### config.mk
export PLATFORM = sky130hd
export DESIGN_NAME = capture_trigger
export DESIGN_NICKNAME = d
export VERILOG_FILES = /design/src/rtl/trig_pkg.sv /design/src/rtl/trig_match.sv /design/src/rtl/wr_pointer.sv /design/src/rtl/capture_fsm.sv /design/src/rtl/capture_trigger.sv
export SDC_FILE = /design/constraint.sdc
export NUM_CORES = 1
export LEC_CHECK = 0
export BUFFER_PORTS_ARGS = -buffer_cell sky130_fd_sc_hd__buf_2
export CORE_UTILIZATION = 45
export CTS_CLUSTER_DIAMETER = 120
export DETAILED_ROUTE_END_ITERATION = 10
export PLACE_DENSITY = 0.81
export SYNTH_ARGS = -nofsm -noshare
export SYNTH_HDL_FRONTEND = slang
export SYNTH_SLANG_ARGS = --single-unit
### constraint.sdc
create_clock -name clk -period 6.6 [get_ports clk]
set_clock_uncertainty 0.1 [all_clocks]
set_input_delay 0 -clock clk [delete_from_list [all_inputs] [get_ports clk]]
set_output_delay 0 -clock clk [all_outputs]
set_load 0.02 [all_outputs]
### src/rtl/trig_pkg.sv
package trig_pkg;

    typedef enum logic {
        TRIG_PATTERN = 1'b0,
        TRIG_EDGE    = 1'b1
    } trig_mode_e;

    typedef enum logic [1:0] {
        ST_IDLE = 2'd0,
        ST_HUNT = 2'd1,
        ST_POST = 2'd2,
        ST_DONE = 2'd3
    } cap_state_e;

    typedef struct packed {
        logic capturing;
        logic finished;
    } cap_flags_t;

endpackage

### src/rtl/trig_match.sv
module trig_match
    import trig_pkg::*;
#(
    parameter int unsigned W  = 8,
    parameter int unsigned LW = 3
) (
    input  logic          clk,
    input  logic          rst,
    input  logic          restart,
    input  logic          advance,
    input  logic [W-1:0]  smp,
    input  trig_mode_e    mode,
    input  logic [W-1:0]  pat,
    input  logic [W-1:0]  care,
    input  logic [LW-1:0] line,
    input  logic          rising,
    output logic          hit
);
    logic [W-1:0] prev_smp;
    logic         prev_ok;
    logic [W-1:0] bit_ok;
    logic         pat_hit;
    logic         edge_hit;
    logic         now_bit;
    logic         old_bit;

    for (genvar b = 0; b < W; b++) begin : g_bit
        assign bit_ok[b] = ~care[b] | (smp[b] ~^ pat[b]);
    end

    assign pat_hit  = &bit_ok;
    assign now_bit  = smp[line];
    assign old_bit  = prev_smp[line];
    assign edge_hit = prev_ok && (now_bit != old_bit) && (now_bit == rising);
    assign hit      = (mode == TRIG_EDGE) ? edge_hit : pat_hit;

    always_ff @(posedge clk) begin
        if (rst) begin
            prev_smp <= '0;
            prev_ok  <= 1'b0;
        end else if (restart) begin
            prev_ok  <= 1'b0;
        end else if (advance) begin
            prev_smp <= smp;
            prev_ok  <= 1'b1;
        end
    end

    // an edge hit needs a sample captured since the last arm
    a_r4_edge_history: assert property (@(posedge clk) disable iff (rst)
        (mode == TRIG_EDGE && !prev_ok) |-> !hit);

endmodule

### src/rtl/wr_pointer.sv
module wr_pointer #(
    parameter int unsigned DEPTH = 16,
    parameter int unsigned AW    = 4
) (
    input  logic          clk,
    input  logic          rst,
    input  logic          restart,
    input  logic          advance,
    output logic [AW-1:0] waddr,
    output logic [AW:0]   fill
);
    localparam logic [AW-1:0] LAST = AW'(DEPTH - 1);
    localparam logic [AW:0]   FULL = (AW + 1)'(DEPTH);

    always_ff @(posedge clk) begin
        if (rst || restart) begin
            waddr <= '0;
            fill  <= '0;
        end else if (advance) begin
            waddr <= (waddr == LAST) ? '0 : waddr + AW'(1);
            if (fill != FULL) fill <= fill + (AW + 1)'(1);
        end
    end

    // address wraps from the top entry back to zero
    a_r2_wrap: assert property (@(posedge clk) disable iff (rst)
        (advance && !restart && waddr == LAST) |=> (waddr == '0));

    // a restart returns the pointer to zero
    a_r10_restart: assert property (@(posedge clk) disable iff (rst)
        restart |=> (waddr == '0 && fill == '0));

    // history count never exceeds the memory depth
    a_r5_fill_bound: assert property (@(posedge clk) disable iff (rst)
        fill <= FULL);

endmodule

### src/rtl/capture_fsm.sv
module capture_fsm
    import trig_pkg::*;
#(
    parameter int unsigned AW = 4,
    parameter int unsigned PW = 8
) (
    input  logic          clk,
    input  logic          rst,
    input  logic          arm,
    input  logic          hit,
    input  logic [AW:0]   fill,
    input  logic [AW:0]   cfg_pre,
    input  logic [PW-1:0] cfg_post,
    input  logic [AW-1:0] waddr,
    output cap_flags_t    flags,
    output logic [AW-1:0] trig_addr
);
    cap_state_e    state;
    logic [PW-1:0] remain;
    logic          fire;

    assign fire            = (state == ST_HUNT) && hit && (fill >= cfg_pre);
    assign flags.capturing = (state == ST_HUNT) || (state == ST_POST);
    assign flags.finished  = (state == ST_DONE);

    always_ff @(posedge clk) begin
        if (rst) begin
            state     <= ST_IDLE;
            remain    <= '0;
            trig_addr <= '0;
        end else if (arm) begin
            state  <= ST_HUNT;
            remain <= '0;
        end else begin
            case (state)
                ST_HUNT: begin
                    if (fire) begin
                        trig_addr <= waddr;
                        remain    <= cfg_post;
                        state     <= (cfg_post == '0) ? ST_DONE : ST_POST;
                    end
                end
                ST_POST: begin
                    remain <= remain - PW'(1);
                    if (remain == PW'(1)) state <= ST_DONE;
                end
                default: state <= state;
            endcase
        end
    end

    // leaving the hunt is only allowed with enough history
    a_r5_pre_respected: assert property (@(posedge clk) disable iff (rst)
        (state == ST_HUNT && !arm) |=>
            (state == ST_HUNT || $past(fill) >= $past(cfg_pre)));

    // the post phase always has samples left to write
    a_r6_post_live: assert property (@(posedge clk) disable iff (rst)
        (state == ST_POST) |-> (remain != '0));

    // once triggered, no second trace point is latched
    a_r8_single_trigger: assert property (@(posedge clk) disable iff (rst)
        (state == ST_POST && !arm) |=> (state != ST_HUNT && $stable(trig_addr)));

    // finished capture keeps its trace address
    a_r7_addr_held: assert property (@(posedge clk) disable iff (rst)
        (state == ST_DONE && !arm) |=> (state == ST_DONE && $stable(trig_addr)));

endmodule

### src/rtl/capture_trigger.sv
module capture_trigger
    import trig_pkg::*;
#(
    parameter int unsigned W     = 8,
    parameter int unsigned DEPTH = 16,
    parameter int unsigned PW    = 8,
    localparam int unsigned AW   = $clog2(DEPTH),
    localparam int unsigned LW   = $clog2(W)
) (
    input  logic          clk,
    input  logic          rst,
    input  logic          arm,
    input  logic [W-1:0]  smp,
    input  logic          cfg_mode,
    input  logic [W-1:0]  cfg_pat,
    input  logic [W-1:0]  cfg_care,
    input  logic [LW-1:0] cfg_line,
    input  logic          cfg_rising,
    input  logic [AW:0]   cfg_pre,
    input  logic [PW-1:0] cfg_post,
    output logic          mem_we,
    output logic [AW-1:0] mem_addr,
    output logic [W-1:0]  mem_data,
    output logic          done,
    output logic [AW-1:0] trig_addr
);
    logic          hit;
    logic [AW-1:0] waddr;
    logic [AW:0]   fill;
    cap_flags_t    flags;
    trig_mode_e    mode;

    assign mode = trig_mode_e'(cfg_mode);

    trig_match #(.W(W), .LW(LW)) u_match (
        .clk     (clk),
        .rst     (rst),
        .restart (arm),
        .advance (flags.capturing),
        .smp     (smp),
        .mode    (mode),
        .pat     (cfg_pat),
        .care    (cfg_care),
        .line    (cfg_line),
        .rising  (cfg_rising),
        .hit     (hit)
    );

    wr_pointer #(.DEPTH(DEPTH), .AW(AW)) u_ptr (
        .clk     (clk),
        .rst     (rst),
        .restart (arm),
        .advance (flags.capturing),
        .waddr   (waddr),
        .fill    (fill)
    );

    capture_fsm #(.AW(AW), .PW(PW)) u_fsm (
        .clk       (clk),
        .rst       (rst),
        .arm       (arm),
        .hit       (hit),
        .fill      (fill),
        .cfg_pre   (cfg_pre),
        .cfg_post  (cfg_post),
        .waddr     (waddr),
        .flags     (flags),
        .trig_addr (trig_addr)
    );

    assign mem_we   = flags.capturing;
    assign mem_addr = waddr;
    assign mem_data = smp;
    assign done     = flags.finished;

    // a finished capture leaves memory alone until re-armed
    a_r6_quiet_done: assert property (@(posedge clk) disable iff (rst)
        (done && !arm) |=> !mem_we);

    // leaving reset with nothing written
    a_r1_reset_idle: assert property (@(posedge clk)
        $past(rst) |-> (!mem_we && !done));

endmodule

==> run summary, run 1 <==
## Yosys
* 7.803% — arithmetic-cell share of the synthesized area counting full adders, half adders and majority gates
* 32 — flops & latches, synth
* 19.39% — post-synthesis share of cell area spent on and, or, nand and nor gates
* 8.578 sq um — Post-Synthesis Mean Instance Area
* 0 — number of synthesis warnings
* 5.462% — xor/xnor cell area share of the yosys netlist
* 301 — synthesized net count
* 2084 sq um — cell area after technology mapping
* 30.73% — share of the yosys chip area belonging to registers
* 0% — share of synthesized registers carrying an async set or reset
* 243 — Mapped Cells
* 9.604% — portion of netlist area occupied by mux cells
* sky130_fd_sc_hd__dfxtp_1 — dominant register cell in the synthesized netlist
* compound AO/OA/AOI/OAI gates — main combinational cell family by area after synthesis
* 0 — EDFF count, synth
* 20.11% — synthesized-area fraction occupied by ao, oa, aoi and oai cells
* 39 — Distinct cells, synth

## Worst setup path
* 5 — maximum fanout encountered on the critical timing path
* input pin to flop — Setup Crit Path Kind
* 0.58 ns — Crit path largest cell delay
* 6.71 ns — critical path data required time
* flop — crit end category
* u_ptr.fill[0] — worst flop-to-flop path startpoint
* input pin — crit path launch type
* dlygate4sd3_1, buf_2, mux4_1, mux2_4, nor4b_4, nor2_2, a2111oi_4, mux2i_1 — Critical Path, Cell by Cell
* sky130_fd_sc_hd__a2111oi_4 — slowest cell on the critical path
* 8 — FF-to-FF path depth
* 3.99 ns — reg2reg setup slack
* u_fsm.remain[2] — worst reg2reg path endpoint
* 2.75 ns — arrival time at the worst endpoint

## Clock tree
* 0.07 ns — clock edge transition at the registers on the reported setup and hold paths
* 2 — Max H-tree Level
* 0.29 ns — clock network latency to the later pin of the worst-skew pair
* 32 — # clock sinks
* 5 — number of buffers created by CTS
* yes — TritonCTS clock tree
* 2 — maximum number of buffers from clock root to sink
* 0 — cts repair resizes
* sky130_fd_sc_hd__clkbuf_8 — clock root buffer

## Layout
* 373 — number of nets in the final layout
* 24.05% — fraction of final layout cells sized beyond drive strength 1
* sky130_fd_sc_hd__buf_2, sky130_fd_sc_hd__dfxtp_1, sky130_fd_sc_hd__nor2_1 — most frequent cells in the layout
* 2673 sq um — final non-filler cell area
* 640.6 sq um — Storage cell area
* 28.21% — Area growth, synth to finish
* sky130_fd_sc_hd__buf_2 — most frequent standard cell in the layout excluding fill and tap cells
* 1300 sq um — Multi-input gate area
* 60.54% — final core occ
* 0 — number of diodes
* 380 — filler cell count

## Drt
* 0 — drt drc
* 2.310 mm — detailed-routing wirelength on met1
* 132 — First DRT Iteration DRCs
* 2,029 — vias after detailed routing
* 5.514 — Vias/cell
* met4 — uppermost metal layer occupied by signal nets
* 2.497 mm — amount of wire on met2 after detailed routing
* 0 — antenna-violating nets left
* 13.94 um — wire length per cell
* 5.129 mm — Routed Wire Length
* 207 um — met3 layer wire length in the routed design
* 4 — Initial DRT Pass Iterations

## Placement
* 4.035 ns — post-place setup slack
* 2365 sq um — total cell area at the placement stage
* 3.552 mm — HPWL Detailed
* 0.8401 — GPL Wtd Cong
* 62 — number of buffers inserted by port buffering

## Die
* 4414 sq um — Placeable Area
* 47.22% — initial core utilization
* 24 — # rows
* 70.06 um — vertical die dimension
* 70.06 um — Die Span X
* 4908 sq um — DIE AREA
* 63 — I/O Pins

## STA
* -0.003834 ns — tightest hold margin
* 3.963 ns — final worst-path setup slack
* 379.2 MHz — achievable clock frequency
* 0 — number of max-slew violations in the final report
* 0.9359 ns — Worst Max-Slew Pin Slew
* 37.08% — headroom to the max-slew limit
* 1 — hold violation count in the final report
* 39.96% — final clock period utilization by the worst path
* 0 — count of endpoints failing setup in the final report
* 0 ns — total negative setup slack
* false — setup repair after global routing missed its margin
* 2.637 ns — min Tclk post-route

## Global routing
* 1,951 — via count of the first global-routing pass
* 8.611 mm — global-route wire length before repair
* 0 — number of antenna violations at the first check in global routing
* 24 — maximum number of pins on one net before global-route repair
* 0 — final global-route overflow total
* 21.87% — global-route usage over all layers

## Outcome
* negative hold slack — failing checks
* finished, violations left — result of the run

## Pwr
* 19.1% — fraction of power consumed by combinational cells
* 42.1% — share of power burned in registers
* 0.0001283 W — Sw Pwr
* 0.0001337 V — IR Drop Worst-Case VDD
* 180.1 nW/um^2 — power density over the cells
* 0.0003530 W — Internal Dissipation
* 38.8% — relative contribution of the clock network to total power
* 1.145 nW — standby leakage power
* 26.66% — fraction of power spent switching nets

## Worst hold path
* input pin to flop — worst hold-check path type
* u_fsm.remain[5] — WHS Endpoint
* cfg_post[5] — startpoint of the most critical hold path
* 4 — Worst Hold Path Cells

## Flow run
* 0 — total of max-cap violations

state kept, by name (all words and copies together), names as in the netlist:
register          count
u_match.prev_smp      8
u_match.prev_ok       1
u_ptr.waddr           4
u_fsm.trig_addr       4
u_fsm.remain          8
u_fsm.state           2
u_ptr.fill            5
cells by family (layout without fill, tap and decap cells):
group                    Yosys count  count (layout)
AO/OA/AOI/OAI                     63              63
XOR/XNOR                          13              13
adder cells (fa/ha/maj)           13              13
buffers and inverters             30             103
flip-flops                        32              32
multiplexers                      13              13
AND/OR/NAND/NOR                   79              79
repair_timing:
action                                 in CTS  in global routing
hold buffers                               20                  0
endpoints found under the hold margin      13                  0
setup buffers                               0                  0
layout make-up:
cell class                 count  area share, %
clock buffer                   6          2.715
timing repair buffer          82          19.10
clock inverter                 2          1.311
tap                           52          2.434
inverter                      13          1.826
sequential                    32          23.97
multi-input combinational    181          48.64
worst max-delay path by stage:
stage / start / end / slack, ns
finish: smp[1] / u_fsm.trig_addr[3] / 3.96
global route: u_ptr.fill[0] / u_fsm.remain[5] / 3.72
CTS: smp[1] / u_fsm.trig_addr[3] / 3.98
detailed placement: u_ptr.fill[0] / u_fsm.remain[4] / 4.03
global placement: u_ptr.fill[0] / u_fsm.remain[5] / 4.10
floorplan: u_match.prev_smp[3] / u_fsm.trig_addr[0] / 4.35
through the flow:
step	power (W)	cells	hold slack (ns)
final	0.0004813	368	-0.003834
after global routing	0.0004998	368	0.02177
after CTS	0.0004804	368	0.001198
after detailed placement	0.0002882	340	0.1834
after global placement	0.0002863	340	0.1797
after floorplan	0.0002605	243	0.01259
per-layer routing:
| layer | vias up | global-route usage [%] |
|---|---|---|
| li1 | 1008 | - |
| met1 | 951 | 26.97 |
| met2 | 59 | 36.86 |
| met3 | 11 | 5.051 |
| met4 | 0 | 8.444 |
| met5 | - | 0 |
power by group through the flow:
stage               sequential, W  combinational (W)  clock (W)
global route             0.000203           0.000101   0.000196
CTS                      0.000202          0.0000905   0.000188
finish                   0.000203          0.0000920   0.000187
global placement         0.000207          0.0000797          0
detailed placement       0.000207          0.0000815          0
floorplan                0.000206          0.0000543          0
cells in the mapped netlist, drive strengths merged, types with 4 or more instances:
cell type	count	area, sq um
xor2	11	96.34
dfxtp	32	640.6
mux4	4	105.1
nand2	20	75.07
a21oi	18	90.09
a31oi	5	31.28
a22oi	4	30.03
nor2	22	85.09
mux2i	8	80.08
nand2b	13	81.33
inv	13	48.80
nand3	7	35.03
o21ai	16	80.08
ha	13	162.7
a211oi	5	37.54
buf	9	65.06
clkbuf	8	30.03
worst max-delay path, delay by kind of cell:
family | cells | cell delay, ns
AOI/OAI and AO/OA | 1 | 0.58
muxes | 3 | 1.05
buffers and inverters | 2 | 0.69
and+or+nand+nor | 2 | 0.42
(Power assumes the default switching activity.)
==> inputs of run 2 (changes only) <==
--- a/config.mk
+++ b/config.mk
@@ -5,6 +5,7 @@
 export SDC_FILE = /design/constraint.sdc
 export NUM_CORES = 1
 export LEC_CHECK = 0
+export ABC_AREA = 1
 export BUFFER_PORTS_ARGS = -buffer_cell sky130_fd_sc_hd__buf_2
 export CORE_UTILIZATION = 45
 export CTS_CLUSTER_DIAMETER = 120
==> constraint.sdc (replaced) <==
create_clock -name clk -period 2.6 [get_ports clk]
set_clock_uncertainty 0.1 [all_clocks]
set_input_delay 0 -clock clk [delete_from_list [all_inputs] [get_ports clk]]
set_output_delay 0 -clock clk [all_outputs]
set_load 0.02 [all_outputs]
==> run 2 against run 1 <==
The run now ends clean. Combinational power rose to 3.1 times the previous value. Wire length barely moved. Via count rose by 13%. Sequential share of layout area fell by 0.56 points. Critical path depth did not move. Cell count rose by 27%. Sequential cell count did not move. Critical endpoint is now u_fsm.remain[1]. Register-to-register slack got worse by 3.5 ns. Highest routed layer unchanged.
==> run summary, run 2 <==
## Drt
* 0 — drt drc, unchanged
* 5.125 mm — Routed Wire Length, about the same
* 2,300 — vias after detailed routing, +13%
* 0 — antenna-violating nets left, unchanged
* 4.925 — Vias/cell, -11%
* 110 — First DRT Iteration DRCs, -17%
* 10.97 um — wire length per cell, -21%
* 4 — Initial DRT Pass Iterations, unchanged

## Yosys
* 0 — number of synthesis warnings, unchanged
* 0% — share of synthesized registers carrying an async set or reset, unchanged
* sky130_fd_sc_hd__dfxtp_1, sky130_fd_sc_hd__nand2_1, sky130_fd_sc_hd__inv_1 — Area contributors post-synth
* 35 — Distinct cells, synth, -10%
* sky130_fd_sc_hd__dfxtp_1 — largest area contributor in the netlist
* 6.688 sq um — Post-Synthesis Mean Instance Area, -22%
* sky130_fd_sc_hd__nand2_1 — most used standard cell by instance count after synthesis
* 0 — EDFF count, synth, unchanged
* 2207 sq um — cell area after technology mapping, +5.9%
* sky130_fd_sc_hd__dfxtp_1 — dominant register cell in the synthesized netlist
* 32 — flops & latches, synth, unchanged
* 29.02% — share of the yosys chip area belonging to registers, -1.7 points
* 29.02% — area share of the leading cell type in the synthesized netlist, -1.7 points
* sky130_fd_sc_hd__nand2_1, sky130_fd_sc_hd__inv_1, sky130_fd_sc_hd__dfxtp_1 — most frequent cells after synthesis
* 388 — synthesized net count, +29%
* 330 — Mapped Cells, +36%

## Worst setup path
* 0.49 ns — reg2reg setup slack, -3.50 ns
* 2.69 ns — critical path data required time, -4.02 ns
* flop — crit path launch type
* ha_1, a21oi_1, o21ai_0, a211oi_1, nor2_4, nand2_4, nand2_8, a211oi_1 — Critical Path, Cell by Cell
* 2.20 ns — arrival time at the worst endpoint, -0.55 ns
* 0.42 ns — Crit path largest cell delay, -0.16 ns
* 0 — CP bufs+invs, -2
* flop to flop — Setup Crit Path Kind
* sky130_fd_sc_hd__a211oi_1 — slowest cell on the critical path
* compound AO/OA/AOI/OAI gates — Top delay family on crit path
* 7 — maximum fanout encountered on the critical timing path, +2
* sky130_fd_sc_hd__a211oi_1 — cell repeated most along the worst path
* flop — crit end category

## Pwr
* 0.0002297 V — IR Drop Worst-Case VDD, +72%
* 1.318 nW — standby leakage power, +15%
* 470.0 nW/um^2 — power density over the cells, +160%

## Placement
* 0.6415 ns — post-place setup slack, -3.393 ns
* 3.868 mm — HPWL Detailed, +8.9%
* 447 — Inst Count DP, +31%
* 62 — number of buffers inserted by port buffering, unchanged
* 2509 sq um — total cell area at the placement stage, +6.1%
* 0.8995 — GPL Wtd Cong, +7.1%

## Global routing
* 8.390 mm — global-route wire length before repair, -2.6%
* 0 — number of antenna violations at the first check in global routing, unchanged
* 2,003 — via count of the first global-routing pass, +2.7%
* 20.55% — global-route usage over all layers, -1.3 points
* 17 — maximum number of pins on one net before global-route repair, -29%
* 0 — final global-route overflow total, unchanged

## Clock tree
* 0.07 ns — clock edge transition at the registers on the reported setup and hold paths, about the same
* 2 — maximum number of buffers from clock root to sink, unchanged
* 0.29 ns — clock network latency to the later pin of the worst-skew pair, about the same
* 32 — # clock sinks, unchanged
* 5 — number of buffers created by CTS, unchanged
* 2 — Max H-tree Level, unchanged
* 0 — cts repair resizes, unchanged
* yes — TritonCTS clock tree
* sky130_fd_sc_hd__clkbuf_8 — clock root buffer

## Layout
* 2736 sq um — final non-filler cell area, +2.4%
* 457 — number of nets in the final layout, +23%
* 467 — Final Instance Count excl. Fillers, +27%
* sky130_fd_sc_hd__nand2_1, sky130_fd_sc_hd__buf_2, sky130_fd_sc_hd__inv_1 — most frequent cells in the layout
* 23.98% — Area growth, synth to finish
* 21.25% — fraction of final layout cells sized beyond drive strength 1, -2.8 points
* 0 — number of diodes, unchanged
* sky130_fd_sc_hd__nand2_1 — most frequent standard cell in the layout excluding fill and tap cells
* u_fsm.remain x8, u_match.prev_smp x8, u_ptr.fill x5 — largest registers in the final layout

## STA
* 0 — hold violation count in the final report, -1
* 0.02292 ns — tightest hold margin, +0.02676 ns
* 0.4882 ns — final worst-path setup slack, -3.475 ns
* 68.64% — headroom to the max-slew limit, +32 points
* 473.5 MHz — achievable clock frequency
* 0.4675 ns — Worst Max-Slew Pin Slew, -0.4683 ns
* 2.112 ns — min Tclk post-route
* 0 ns — total negative setup slack, unchanged
* 0 — number of max-slew violations in the final report, unchanged
* 81.22% — final clock period utilization by the worst path
* false — setup repair after global routing missed its margin
* 0 — count of endpoints failing setup in the final report, unchanged

## Die
* 72.04 um — Die Span X, +2.8%
* 4723 sq um — Placeable Area, +7.0%
* 5189 sq um — DIE AREA, +5.7%
* 25 — # rows, +4.2%
* 72.04 um — vertical die dimension, +2.8%
* 63 — I/O Pins, unchanged
* 46.73% — initial core utilization, -0.49 points

## Outcome
* complete, no violations — result of the run

## Flow run
* 0 — total of max-cap violations, unchanged

## Worst hold path
* input pin to flop — worst hold-check path type

-- run 2: cell types whose count changed in the layout (fill, tap and decap cells not counted), moves of 4 or more --
| cell | change |
|---|---|
| sky130_fd_sc_hd__xor2_1 | -9 |
| sky130_fd_sc_hd__a21oi_1 | +11 |
| sky130_fd_sc_hd__or2_1 | +8 |
| sky130_fd_sc_hd__nand2b_1 | -13 |
| sky130_fd_sc_hd__nand3_1 | +20 |
| sky130_fd_sc_hd__o21ai_1 | +5 |
| sky130_fd_sc_hd__mux4_1 | -4 |
| sky130_fd_sc_hd__nand2_1 | +48 |
| sky130_fd_sc_hd__inv_1 | +38 |
| sky130_fd_sc_hd__dlygate4sd3_1 | -8 |
| sky130_fd_sc_hd__a31oi_1 | -4 |
| sky130_fd_sc_hd__a22oi_1 | -4 |
| sky130_fd_sc_hd__mux2i_1 | -7 |
| sky130_fd_sc_hd__o21ai_0 | +10 |
-- run 2: area by class of cell --
type                       instances  area (sq um)
timing repair buffer              76         445.4
fill                             452          1987
clock inverter                     2         35.03
inverter                          53         209.0
tap                               67         83.83
sequential                        32         640.6
clock buffer                       6         72.57
multi-input combinational        231          1250
-- run 2: timing repair --
item	in CTS	in global routing
hold buffers	12	0
hold endpoints to repair	12	0
buffers inserted	0	0
-- run 2: worst paths after layout --
check                      from                 end  cells past startpoint
min reg2reg  u_fsm.trig_addr[0]  u_fsm.trig_addr[0]                      2
max reg2reg       u_ptr.fill[2]     u_fsm.remain[1]                      8
max               u_ptr.fill[2]     u_fsm.remain[1]                      8
min                 cfg_post[2]     u_fsm.remain[2]                      3
-- run 2: cells by family (layout without fill, tap and decap cells) --
family,after synthesis,in the layout,share of synthesized area [%]
adder cells (fa/ha/maj),13,13,7.370
multiplexers,1,1,0.4535
AO/OA/AOI/OAI,66,66,15.87
XOR/XNOR,3,3,1.191
buffers and inverters,67,137,14.34
AND/OR/NAND/NOR,148,148,31.75
flip-flops,32,32,29.02
-- run 2: metal layers --
layer | track usage (%) | share of wire [%] | up-vias
met5 | 0 | 0 | -
met1 | 25.24 | 46 | 1012
met2 | 35.12 | 47 | 72
met3 | 3.889 | 4.2 | 13
li1 | - | - | 1203
met4 | 8.932 | 2.5 | 0
-- run 2: through the flow --
stage | total power [W] | utilization (%)
6_report | 0.001286 | 57.93
5_1_grt | 0.001351 | 57.93
4_1_cts | 0.001287 | 57.93
3_5_place_dp | 0.0008030 | 53.11
3_3_place_gp | 0.0007964 | 53.11
2_1_floorplan | 0.0007266 | -
-- run 2: power by group --
part / switching, W / leakage [nW] / total (W) / internal, W
clock: 0.000191 / 0.0552 / 0.000476 / 0.000284
sequential: 0.0000146 / 0.259 / 0.000526 / 0.000512
combinational: 0.000168 / 1.00 / 0.000284 / 0.000117
-- run 2: tightest hold or removal path, cell delays in order --
cell and delay [ns]:
sky130_fd_sc_hd__buf_2 0.10, sky130_fd_sc_hd__a21oi_1 0.08, sky130_fd_sc_hd__a211oi_2 0.19
